===== src/rtl/mtg_pkg.sv =====
// Shared types and constants for the memory test traffic generator.
// Assumes nothing beyond IEEE 1800-2017 packages.
package mtg_pkg;

    typedef enum logic [1:0] {
        OP_WRITES = 2'd0,
        OP_READS  = 2'd1,
        OP_ALT1   = 2'd2,
        OP_ALT2   = 2'd3
    } op_mode_e;

    typedef enum logic [2:0] {
        PAT_CONST   = 3'd0,
        PAT_INC     = 3'd1,
        PAT_DEC     = 3'd2,
        PAT_RAND    = 3'd3,
        PAT_WALK0   = 3'd4,
        PAT_WALK1   = 3'd5,
        PAT_CHECKER = 3'd6,
        PAT_SPARE   = 3'd7
    } pat_e;

    localparam int ID_W      = 4;
    localparam int DIR_SLOTS = 4;
    localparam int SEL_W     = 4;

    localparam logic [SEL_W-1:0] SEL_CTRL  = 4'd0;
    localparam logic [SEL_W-1:0] SEL_ABASE = 4'd1;
    localparam logic [SEL_W-1:0] SEL_ASTEP = 4'd2;
    localparam logic [SEL_W-1:0] SEL_AWIN  = 4'd3;
    localparam logic [SEL_W-1:0] SEL_DSEED = 4'd4;
    localparam logic [SEL_W-1:0] SEL_DSTEP = 4'd5;
    localparam logic [SEL_W-1:0] SEL_COUNT = 4'd6;
    localparam logic [SEL_W-1:0] SEL_LANES = 4'd7;

    // Right-shift Galois tap masks of maximal length for common widths.
    function automatic logic [63:0] galois_mask(input int w);
        case (w)
            8:       return 64'h0000_0000_0000_00B8;
            16:      return 64'h0000_0000_0000_B400;
            24:      return 64'h0000_0000_00E1_0000;
            32:      return 64'h0000_0000_8020_0003;
            64:      return 64'hD800_0000_0000_0000;
            default: return (64'h1 << (w - 1)) | 64'h3;
        endcase
    endfunction

endpackage


===== src/rtl/mtg_lfsr.sv =====
// Galois LFSR with per-byte-lane stepping.
// On load the register takes the seed (a zero seed becomes 1). On adv each
// byte lane whose enable bit is set takes its next value, and each other lane
// holds its bits. Assumes W is a multiple of 8.
module mtg_lfsr import mtg_pkg::*; #(
    parameter int W     = 32,
    parameter int LANES = W / 8
) (
    input  logic             clk,
    input  logic             rst_n,
    input  logic             load,
    input  logic             adv,
    input  logic [W-1:0]     seed,
    input  logic [LANES-1:0] lane_en,
    output logic [W-1:0]     state
);
    localparam logic [W-1:0] TAPS = W'(galois_mask(W));

    logic [W-1:0] shifted;
    logic [W-1:0] gated;

    // One Galois step: shift right, fold the taps in when the bit shifted out is 1.
    always_comb begin
        shifted = (state >> 1) ^ (state[0] ? TAPS : '0);
    end

    // Each byte lane selects its stepped or held value.
    for (genvar b = 0; b < LANES; b++) begin : g_lane
        assign gated[8*b +: 8] = lane_en[b] ? shifted[8*b +: 8] : state[8*b +: 8];
    end

    // State register.
    always_ff @(posedge clk) begin
        if (!rst_n) begin
            state <= W'(1);
        end else if (load) begin
            state <= (seed == '0) ? W'(1) : seed;
        end else if (adv) begin
            state <= gated;
        end
    end

endmodule


===== src/rtl/mtg_pattern.sv =====
// One pattern engine, used for either the address or the data.
// Holds an offset, a walk index, a checkerboard phase and an LFSR. It moves
// them on every adv, and its output is a combinational function of that state.
// Assumes the pattern select is stable between load and the end of the run,
// and that step < window whenever the window is nonzero.
module mtg_pattern import mtg_pkg::*; #(
    parameter int W     = 32,
    parameter int LANES = W / 8
) (
    input  logic             clk,
    input  logic             rst_n,
    input  logic             load,
    input  logic             adv,
    input  pat_e             pat,
    input  logic [W-1:0]     base,
    input  logic [W-1:0]     step,
    input  logic [W-1:0]     window,
    input  logic [LANES-1:0] lane_en,
    output logic [W-1:0]     value
);
    localparam int IDX_W = (W > 1) ? $clog2(W) : 1;
    localparam logic [IDX_W-1:0] IDX_LAST = IDX_W'(W - 1);
    localparam logic [W-1:0] CHK_A = {(W/2){2'b10}};

    logic [W-1:0]     off;
    logic [IDX_W-1:0] idx;
    logic             phase;
    logic [W-1:0]     rnd;
    logic [W:0]       sum_up;
    logic [W-1:0]     off_up;
    logic [W-1:0]     off_dn;
    logic [W-1:0]     onehot;

    // Next offset for the increment and decrement patterns, wrapped into the window.
    always_comb begin
        sum_up = {1'b0, off} + {1'b0, step};
        if (window != '0 && sum_up >= {1'b0, window}) begin
            off_up = W'(sum_up - {1'b0, window});
        end else begin
            off_up = sum_up[W-1:0];
        end
        if (window == '0 || off >= step) begin
            off_dn = off - step;
        end else begin
            off_dn = off + window - step;
        end
    end

    // Offset, walk index and checkerboard phase registers.
    always_ff @(posedge clk) begin
        if (!rst_n) begin
            off   <= '0;
            idx   <= '0;
            phase <= 1'b0;
        end else if (load) begin
            off   <= '0;
            idx   <= '0;
            phase <= 1'b0;
        end else if (adv) begin
            case (pat)
                PAT_INC: off <= off_up;
                PAT_DEC: off <= off_dn;
                default: off <= off;
            endcase
            idx   <= (idx == IDX_LAST) ? '0 : idx + 1'b1;
            phase <= ~phase;
        end
    end

    mtg_lfsr #(.W(W), .LANES(LANES)) u_lfsr (
        .clk     (clk),
        .rst_n   (rst_n),
        .load    (load),
        .adv     (adv && (pat == PAT_RAND)),
        .seed    (base),
        .lane_en (lane_en),
        .state   (rnd)
    );

    // Output word selected by the pattern code.
    always_comb begin
        onehot = W'(1) << idx;
        case (pat)
            PAT_INC,
            PAT_DEC:     value = base + off;
            PAT_RAND:    value = rnd;
            PAT_WALK0:   value = ~onehot;
            PAT_WALK1:   value = onehot;
            PAT_CHECKER: value = phase ? ~CHK_A : CHK_A;
            default:     value = base;
        endcase
    end

endmodule


===== src/rtl/mtg_seq.sv =====
// Run sequencer: counts accepted requests, chooses each request's command
// and ID, and owns the busy and done flags. The request is valid for the whole
// time busy is high, so with ready held high one request is accepted per clock.
// Assumes CNT_W >= 3.
module mtg_seq import mtg_pkg::*; #(
    parameter int CNT_W = 16
) (
    input  logic                 clk,
    input  logic                 rst_n,
    input  logic                 start,
    input  logic                 ready,
    input  op_mode_e             op,
    input  logic                 directed,
    input  logic [1:0]           dir_last,
    input  logic [DIR_SLOTS-1:0] dir_rd,
    input  logic [CNT_W-1:0]     count,
    output logic                 valid,
    output logic                 write,
    output logic                 hs,
    output logic                 launch,
    output logic [1:0]           slot,
    output logic [ID_W-1:0]      id,
    output logic                 busy,
    output logic                 done
);
    logic [CNT_W-1:0] issued;
    logic [CNT_W-1:0] total;
    logic [CNT_W-1:0] issued_nx;

    // Run length, launch and handshake qualifiers.
    always_comb begin
        total     = directed ? ({{(CNT_W-2){1'b0}}, dir_last} + 1'b1) : count;
        launch    = start && !busy;
        valid     = busy;
        hs        = busy && ready;
        issued_nx = issued + 1'b1;
        slot      = issued[1:0];
    end

    // Command of the current request from the interleave or the directed slot flags.
    always_comb begin
        if (directed) begin
            write = !dir_rd[issued[1:0]];
        end else begin
            case (op)
                OP_WRITES: write = 1'b1;
                OP_READS:  write = 1'b0;
                OP_ALT1:   write = !issued[0];
                default:   write = !issued[1];
            endcase
        end
    end

    // Run state: busy/done flags, request count and transaction ID.
    always_ff @(posedge clk) begin
        if (!rst_n) begin
            busy   <= 1'b0;
            done   <= 1'b0;
            issued <= '0;
            id     <= '0;
        end else if (launch) begin
            issued <= '0;
            id     <= '0;
            busy   <= (total != '0);
            done   <= (total == '0);
        end else if (hs) begin
            issued <= issued_nx;
            id     <= id + 1'b1;
            if (issued_nx == total) begin
                busy <= 1'b0;
                done <= 1'b1;
            end
        end
    end

endmodule


===== src/rtl/mtg_top.sv =====
// Memory test traffic generator top level.
// Holds the configuration registers (writable only while idle), and combines
// the run sequencer with the address and data pattern engines. It drives a
// valid/ready request channel. Assumes ADDR_W and DATA_W are multiples of 8,
// and that CNT_W and the lane count fit in the configuration word.
module mtg_top import mtg_pkg::*; #(
    parameter int ADDR_W = 32,
    parameter int DATA_W = 32,
    parameter int CNT_W  = 16,
    localparam int CFG_W = (ADDR_W > DATA_W) ? ADDR_W : DATA_W,
    localparam int LANES = DATA_W / 8,
    localparam int ALANE = ADDR_W / 8
) (
    input  logic              clk,
    input  logic              rst_n,
    input  logic              cfg_wr,
    input  logic [SEL_W-1:0]  cfg_sel,
    input  logic [CFG_W-1:0]  cfg_wdata,
    input  logic              start,
    output logic              req_valid,
    input  logic              req_ready,
    output logic              req_write,
    output logic [ADDR_W-1:0] req_addr,
    output logic [DATA_W-1:0] req_wdata,
    output logic [ID_W-1:0]   req_id,
    output logic              busy,
    output logic              done
);
    logic [14:0]       ctrl;
    logic [ADDR_W-1:0] abase, astep, awin;
    logic [DATA_W-1:0] dseed, dstep;
    logic [CNT_W-1:0]  count;
    logic [LANES-1:0]  lanes;
    logic [ADDR_W-1:0] dir_addr [DIR_SLOTS];
    logic [DATA_W-1:0] dir_data [DIR_SLOTS];

    op_mode_e             op;
    pat_e                 apat, dpat;
    logic                 directed;
    logic [1:0]           dir_last;
    logic [DIR_SLOTS-1:0] dir_rd;

    logic              hs, launch, wr;
    logic [1:0]        slot;
    logic [ADDR_W-1:0] aval;
    logic [DATA_W-1:0] dval;

    // Configuration register file, written only while no run is active.
    always_ff @(posedge clk) begin
        if (!rst_n) begin
            ctrl  <= '0;
            abase <= '0;
            astep <= '0;
            awin  <= '0;
            dseed <= '0;
            dstep <= '0;
            count <= '0;
            lanes <= '1;
            for (int i = 0; i < DIR_SLOTS; i++) begin
                dir_addr[i] <= '0;
                dir_data[i] <= '0;
            end
        end else if (cfg_wr && !busy) begin
            case (cfg_sel)
                SEL_CTRL:  ctrl  <= cfg_wdata[14:0];
                SEL_ABASE: abase <= cfg_wdata[ADDR_W-1:0];
                SEL_ASTEP: astep <= cfg_wdata[ADDR_W-1:0];
                SEL_AWIN:  awin  <= cfg_wdata[ADDR_W-1:0];
                SEL_DSEED: dseed <= cfg_wdata[DATA_W-1:0];
                SEL_DSTEP: dstep <= cfg_wdata[DATA_W-1:0];
                SEL_COUNT: count <= cfg_wdata[CNT_W-1:0];
                SEL_LANES: lanes <= cfg_wdata[LANES-1:0];
                default: begin
                    if (cfg_sel[3]) begin
                        if (cfg_sel[2]) dir_data[cfg_sel[1:0]] <= cfg_wdata[DATA_W-1:0];
                        else            dir_addr[cfg_sel[1:0]] <= cfg_wdata[ADDR_W-1:0];
                    end
                end
            endcase
        end
    end

    // Control word field decode.
    always_comb begin
        op       = op_mode_e'(ctrl[1:0]);
        apat     = pat_e'(ctrl[4:2]);
        dpat     = pat_e'(ctrl[7:5]);
        directed = ctrl[8];
        dir_last = ctrl[10:9];
        dir_rd   = ctrl[14:11];
    end

    mtg_seq #(.CNT_W(CNT_W)) u_seq (
        .clk      (clk),
        .rst_n    (rst_n),
        .start    (start),
        .ready    (req_ready),
        .op       (op),
        .directed (directed),
        .dir_last (dir_last),
        .dir_rd   (dir_rd),
        .count    (count),
        .valid    (req_valid),
        .write    (wr),
        .hs       (hs),
        .launch   (launch),
        .slot     (slot),
        .id       (req_id),
        .busy     (busy),
        .done     (done)
    );

    mtg_pattern #(.W(ADDR_W), .LANES(ALANE)) u_addr (
        .clk     (clk),
        .rst_n   (rst_n),
        .load    (launch),
        .adv     (hs && !directed),
        .pat     (apat),
        .base    (abase),
        .step    (astep),
        .window  (awin),
        .lane_en ({ALANE{1'b1}}),
        .value   (aval)
    );

    mtg_pattern #(.W(DATA_W), .LANES(LANES)) u_data (
        .clk     (clk),
        .rst_n   (rst_n),
        .load    (launch),
        .adv     (hs && wr && !directed),
        .pat     (dpat),
        .base    (dseed),
        .step    (dstep),
        .window  ('0),
        .lane_en (lanes),
        .value   (dval)
    );

    // Request fields: directed slots override the pattern engines; reads carry zero data.
    always_comb begin
        req_write = wr;
        req_addr  = directed ? dir_addr[slot] : aval;
        if (!wr)           req_wdata = '0;
        else if (directed) req_wdata = dir_data[slot];
        else               req_wdata = dval;
    end

endmodule


===== config.mk =====
export PLATFORM = sky130hd
export DESIGN_NAME = mtg_top
export DESIGN_NICKNAME = d
export VERILOG_FILES = /design/src/rtl/mtg_pkg.sv /design/src/rtl/mtg_lfsr.sv /design/src/rtl/mtg_pattern.sv /design/src/rtl/mtg_seq.sv /design/src/rtl/mtg_top.sv
export SDC_FILE = /design/constraint.sdc
export NUM_CORES = 2
export LEC_CHECK = 0
export BUFFER_PORTS_ARGS = -buffer_cell sky130_fd_sc_hd__buf_2
export CAP_MARGIN = 10
export CORE_MARGIN = 1
export CORE_UTILIZATION = 40
export CTS_CLUSTER_SIZE = 20
export DETAILED_ROUTE_END_ITERATION = 7
export PLACE_DENSITY = 0.64
export REMOVE_ABC_BUFFERS = 1
export SLEW_MARGIN = 20
export SYNTH_ARGS = -nofsm -noshare
export SYNTH_HDL_FRONTEND = slang
export SYNTH_SLANG_ARGS = --single-unit

===== constraint.sdc =====
create_clock -name clk -period 5.7 [get_ports clk]
set_clock_uncertainty 0.15 [all_clocks]
set_input_delay 0.855 -clock clk [delete_from_list [all_inputs] [get_ports clk]]
set_output_delay 0.855 -clock clk [all_outputs]
set_load 0.01 [all_outputs]

After elaboration in Yosys (flattened, before gate mapping)
Memory sizes are Yosys's and may differ from the RTL's. A register that Yosys moved wholly into a read port is not among the register bits.
Cells that the tools add are included.
{ "word_totals": {"ramBits": 256, "n_memories": 2, "input_bits": 41, "regBits": 357, "elab_cells": 188} }
{ "mem_list": {"columns": ["memory", "words", "width", "rd", "rd_ports_with_merged_regs", "wr", "line_no", "rtl"], "rows": [
  ["dir_addr", 4, 32, 1, 1, 4, "mtg_top.sv:34", "logic [ADDR_W-1:0] dir_addr [DIR_SLOTS];"],
  ["dir_data", 4, 32, 1, 1, 4, "mtg_top.sv:35", "logic [DATA_W-1:0] dir_data [DIR_SLOTS];"]
]} }
{ "classes": {"eq_ne": 24, "bitwise": 7, "magnitude_cmp": 3, "n_reduce_logical": 54, "mux": 59, "shifts": 2, "addsub": 14} }
{ "op_table": {"columns": ["operator", "n"], "rows": [
  ["$mux 32", 17],
  ["$pmux 32 s5", 2],
  ["$add 32x32->32", 4],
  ["$pmux 32 s2", 2],
  ["$sub 32x32->32", 4],
  ["$logic_not 32->1", 3],
  ["$not 32->32", 2],
  ["$reduce_or 32->1", 2],
  ["$shl 1x5->32 const A", 2],
  ["$xor 31x32->32", 2],
  ["$add 32x32->33", 1],
  ["$ge 33x32->1", 1],
  ["$ge 32x32->1", 1],
  ["$mux 8", 4],
  ["$reduce_bool 32->1", 1],
  ["$reduce_and 2->1", 15],
  ["$mux 1", 23],
  ["$reduce_bool 2->1", 10],
  ["$eq 3x3->1 const B", 6],
  ["$add 16x1->16 const B", 1],
  ["$eq 16x16->1", 1],
  ["$eq 4x3->1 const B", 4],
  ["$logic_not 16->1", 1],
  ["$mux 16", 1],
  ["24 further kinds", 53]
]} }

Logic depth before layout (Yosys ltp)
{ "logic_depth": {"word_depth": 9, "depth_mapped": 28, "depth_no_buf": 24} }

By module
A second synthesis with hierarchy kept.
{ "hier_totals": {"hier_cells": 5865, "area_unflattened_um2": 50559.7} }
{ "modules_own_cells": {"columns": ["module", "cells_each", "area_each_um2", "n_inst"], "rows": [
  ["mtg_top", 1488, 19192.2, 1],
  ["mtg_pattern at u_data", 1922, 13183.9, 1],
  ["mtg_pattern at u_addr", 1910, 13045.0, 1],
  ["mtg_lfsr", 160, 1650.3, 2],
  ["mtg_seq", 225, 1838.0, 1]
]} }

Worst setup path after synthesis
No wires, ideal clock.
{ "synth_path": {"path_kind": "flip-flop to flip-flop", "startpoint": "register astep[7]", "endpoint": "register u_addr.off[6]", "t_required_ps": 5433, "slack_ps": 590, "arrival_time_ps": 4843, "setup_time_ps": 117, "stages_incl_launch_ff": 26, "period_less_slack_ps": 5110, "path_buffers": 3, "cell_sequence": "dfxtp_1 inv_1 ha_1 buf_4 inv_1 a2111oi_1 a211oi_1 or2_2 a21oi_1 nor2_1 nor2_1 xnor2_1 ha_1 a211o_1 a21oi_1 o21ai_0 a311oi_1 o21ai_0 a21oi_2 a22oi_1 o32a_1 buf_2 buf_2 o21ai_0 nand2_1 a32o_1"} }
{ "synth_between": {"elab_chain_len": 5} }
{ "synth_rtl": {"columns": ["element", "line_no", "rtl"], "rows": [
  ["start, declared", "mtg_top.sv:30", "logic [ADDR_W-1:0] abase, astep, awin;"],
  ["start signal, assigned", "mtg_top.sv:67", "SEL_ASTEP: astep <= cfg_wdata[ADDR_W-1:0];"],
  ["$add 32x32->33", "mtg_pattern.sv:36", "sum_up = {1'b0, off} + {1'b0, step};"],
  ["$ge 33x32->1", "mtg_pattern.sv:37", "if (window != '0 && sum_up >= {1'b0, window}) begin"],
  ["$logic_and 1x1->1", "mtg_pattern.sv:37", null],
  ["$mux 32", "mtg_pattern.sv:37", null],
  ["$pmux 32 s2 (*)", "mtg_pattern.sv:60", "case (pat)"],
  ["end signal, assigned", "mtg_pattern.sv:61", "PAT_INC: off <= off_up;"],
  ["end signal, assigned", "mtg_pattern.sv:62", "PAT_DEC: off <= off_dn;"],
  ["end, declared", "mtg_pattern.sv:25", "logic [W-1:0] off;"]
]} }
Every way passes the cells marked *; elsewhere a longest branch is shown, timed or not.
A chain may end at the register's enable or synchronous reset.

Worst setup path in the final report
{ "layout_path": {"startpoint": "register u_addr.off[0]", "endpoint": "output port req_addr[30]"} }
{ "layout_between": {"elab_chain_len": 3} }
{ "layout_rtl": {"columns": ["element", "line_no", "rtl"], "rows": [
  ["$add 32x32->32", "mtg_pattern.sv:85", "PAT_DEC: value = base + off;"],
  ["$pmux 32 s5", "mtg_pattern.sv:83", "case (pat)"],
  ["$mux 32", "mtg_top.sv:142", "req_addr = directed ? dir_addr[slot] : aval;"],
  ["end, declared", "mtg_top.sv:23", "output logic [ADDR_W-1:0] req_addr,"]
]} }
No other way between the ends.

==> flow_metrics.env <==
export IMPL_status="finished clean"
export IMPL_switchingPower_mw=3.193
export IMPL_synth_edf_count=256
export IMPL_core_area_um2=102200
export IMPL_setup_tns_ps=0
export IMPL_gp_congestion=0.9927
export IMPL_p_comb_share_pct=15.6
export IMPL_syn_area_per_cell_um2=8.213
export IMPL_rsz0062_at_grt="yes"
export IMPL_cts_tree="built"
export IMPL_worst_path_buf_inv=2
export IMPL_synth_top_area_cell="edfxtp_1"
export IMPL_synth_main_ff_cell="dfxtp_1"
export IMPL_cp_top_family="compound AO/OA/AOI/OAI gates"
export IMPL_ys_types=93
export IMPL_ys_warn_count=0
export IMPL_num_rows=117
export IMPL_dr_pass1_iters=6
export IMPL_setup_ws_ps=204.7
export IMPL_ys_seq_area_share_pct=35.89
export IMPL_critPathLaunch="u_addr.off[0]$_SDFFE_PP0P_"
export IMPL_area_growth_pct=11.23
export IMPL_vias=37695
export IMPL_leakagePower_nw=18.22
export IMPL_swShare_pct=28.11
export IMPL_hold_class="flip-flop to flip-flop"
export IMPL_end_kind="primary output"
export IMPL_required_ps=4700
export IMPL_critPathLaunchType="flip-flop"
export IMPL_synth_area_um2=41440
export IMPL_critPathArrivalTime_ps=4490
export IMPL_power_density_nw_per_um2=246.4
export IMPL_relSlewSlack_pct=21.27
export IMPL_path_cells="buf_4, ha_1, fa_1, a21oi_1, nor2_1, a311o_1, a311oi_4, o21ai_2, a221oi_4, o21ai_2, a2111oi_4, o41a_2, o21ai_1, mux2i_1, a22oi_1, buf_2"
export IMPL_route_detailed_drc=0
export IMPL_internal_power_mw=8.166
export IMPL_drt_vias_per_instance=5.838
export IMPL_crit_path_frequent_cell="o21ai_2"
export IMPL_drt_wl_total_um=143700
export IMPL_grt_max_degree=113
export IMPL_dieArea_um2=104900
export IMPL_first_global_vias=34780
export IMPL_h_tree_depth=3
export IMPL_final_hold_viol_count=0
export IMPL_synth_most_common_cell="nand2_1"
export IMPL_grt_total_usage_pct=27.00
export IMPL_yosys_area_top_type_share_pct=18.55
export IMPL_io_pins=113
export IMPL_ys_ff_latch=615
export IMPL_cts_buffer_depth=3
export IMPL_clkSinkCount=615
export IMPL_antenna_found_initial=4
export IMPL_slew_viol_final=0
export IMPL_nets=5351
export IMPL_overflow=0
export IMPL_dpl_hpwl_um=99690
export IMPL_cts_clk_slew_worst_paths_ps=60
export IMPL_fmax_mhz=182.0
export IMPL_worst_setup_path_type="flip-flop to primary output"
export IMPL_slowest_delay_ps=410
export IMPL_cts_hold_buf=0
export IMPL_p_seq_share_pct=42.3
export IMPL_cpMaxStageDelayCell="fa_1"
export IMPL_numCtsBuffers=69
export IMPL_die_width_um=323.9
export IMPL_drtIter0Drc=3984
export IMPL_die_height_um=323.9
export IMPL_worst_pin_slew_ps=1177
export IMPL_setup_viol=0
export IMPL_path_max_fanout=3
export IMPL_yosys_top_cells_count="843 x nand2_1, 560 x nor2_1, 520 x a21oi_1"
export IMPL_antenna_left=0
export IMPL_n_fill_cell=10176
export IMPL_synthCells=5046
export IMPL_cap_violations=0
export IMPL_final_util_pct=45.11
export IMPL_dp_slack_ps=187.5
export IMPL_routedWlPerCell_um=22.25
export IMPL_initial_core_util_pct=40.56
export IMPL_fin_crit_ps=5495
export IMPL_clockPowerShare_pct=42.0
export IMPL_ys_top_cells_by_area="edfxtp_1 19%, dfxtp_1 17%, nand2_1 7.6%, ha_1 7.2%, a21oi_1 6.3%"
export IMPL_cts_root_buffer="clkbuf_16"
export IMPL_async_flop_share_pct=0
export IMPL_hold_start="ctrl[13]$_SDFFE_PN0P_"
export IMPL_worst_skew_pair_late_latency_ps=640
export IMPL_r2r_start="astep[1]$_SDFFE_PN0P_"
export IMPL_port_buffers=112
export IMPL_grt_pass1_wl_um=216000
export IMPL_ir_drop_uv=277.3
export IMPL_layout_drive_gt1_share_pct=9.438
export IMPL_fin_crit_sh_pct=96.41
-- power by group through the flow --
stage                     logic [mW]  clock network (mW)  registers (mW)
after floorplan                 1.15                   0            4.88
after global placement          1.73                   0            4.90
after detailed placement        1.73                   0            4.90
after CTS                       1.75                4.82            4.80
after global routing            1.93                4.98            4.82
final                           1.78                4.78            4.81
-- cells in the final DEF, fill, tap and decap left out, types with 111 or more instances in the layout --
master,instances
a21oi_1,517
xnor2_1,170
nand2_1,842
nor2_1,550
dfxtp_1,356
buf_2,112
buf_4,111
ha_1,237
o21ai_0,256
edfxtp_1,256
inv_1,295
-- cell families (layout without fill, tap and decap cells) --
family,after synthesis,in the layout,synth area share (%)
mux,138,138,5.308
simple gates,1816,1816,18.67
fa+ha+maj,275,275,8.973
buf+inv,606,646,5.594
xor+xnor,261,261,5.516
flops,615,615,35.89
other cells,0,3,0
compound gates,1335,1335,20.05
-- stage by stage --
stage	total power, mW	instances	cell area [um2]	hold slack (ps)
2_1_floorplan	6.035	4738	40240	283.1
3_3_place_gp	6.622	6331	43590	288.5
3_5_place_dp	6.632	6331	43590	302.9
4_1_cts	11.37	6453	45940	310.5
5_1_grt	11.72	6454	46090	327.6
6_report	11.36	6457	46100	312.1
-- worst reg2reg max path, stage by stage (launching register included) --
cell and delay (ps):
dfxtp_1 410, inv_1 70, ha_1 320, nor2_1 70
a221oi_2 390, o21ai_1 190, o21ai_1 250, o31ai_1 120
buf_4 160, a311oi_1 340, xnor2_1 150, ha_1 250
a211o_1 290, a21oi_2 150, o21ai_0 130, a311oi_2 320
o21ai_0 130, a21oi_2 150, a22oi_1 90, o32a_2 420
buf_12 180, nand2_2 90, nand2_1 140, mux2i_1 150
a211oi_1 230
-- flip-flops by register name, indices dropped and copies added (netlist names), 4 cells and up, named ones only --
signal,cells
abase,32
u_data.off,32
u_addr.idx,5
u_data.u_lfsr.state,32
count,16
u_addr.off,32
u_addr.u_lfsr.state,32
dseed,32
awin,32
dstep,32
dir_data,128
ctrl,15
u_seq.issued,16
lanes,4
astep,32
u_data.idx,5
dir_addr,128
u_seq.id,4
-- area by class of cell --
| cell class | count | area, um2 | share of cell area, % |
|---|---|---|---|
| clock buffer | 84 | 1783 | 3.868 |
| sequential | 615 | 14890 | 32.29 |
| timing repair buffer | 226 | 1453 | 3.151 |
| inverter | 298 | 1126 | 2.443 |
| tap | 1368 | 1712 | 3.713 |
| antenna | 3 | 7.507 | 0.01629 |
| multi-input combinational | 3825 | 24570 | 53.30 |
| clock inverter | 38 | 563.0 | 1.221 |
-- worst paths after layout --
kind / cells past startpoint / slack [ps] / end
worst max register to register: 24 / 290 / u_addr.off[0]$_SDFFE_PP0P_
worst min-delay path: 2 / 310 / ctrl[13]$_SDFFE_PN0P_
worst max-delay path: 16 / 200 / req_addr[30]
worst min register to register: 2 / 310 / ctrl[13]$_SDFFE_PN0P_
-- per-layer routing --
| layer | track usage (%) | vias up | wire length, um |
|---|---|---|---|
| met4 | 11.37 | 4 | 6254 |
| met5 | 0 | - | 28 |
| met1 | 39.08 | 18031 | 63200 |
| li1 | - | 17702 | - |
| met3 | 4.227 | 268 | 13190 |
| met2 | 39.66 | 1690 | 61010 |
-- what timing repair did --
item                                    CTS  global route
gates resized for setup                   1            25
pin swaps                                 0             4
endpoints found under the setup margin    1            46
buffers inserted                          0             0
(Power assumes the default switching activity.)
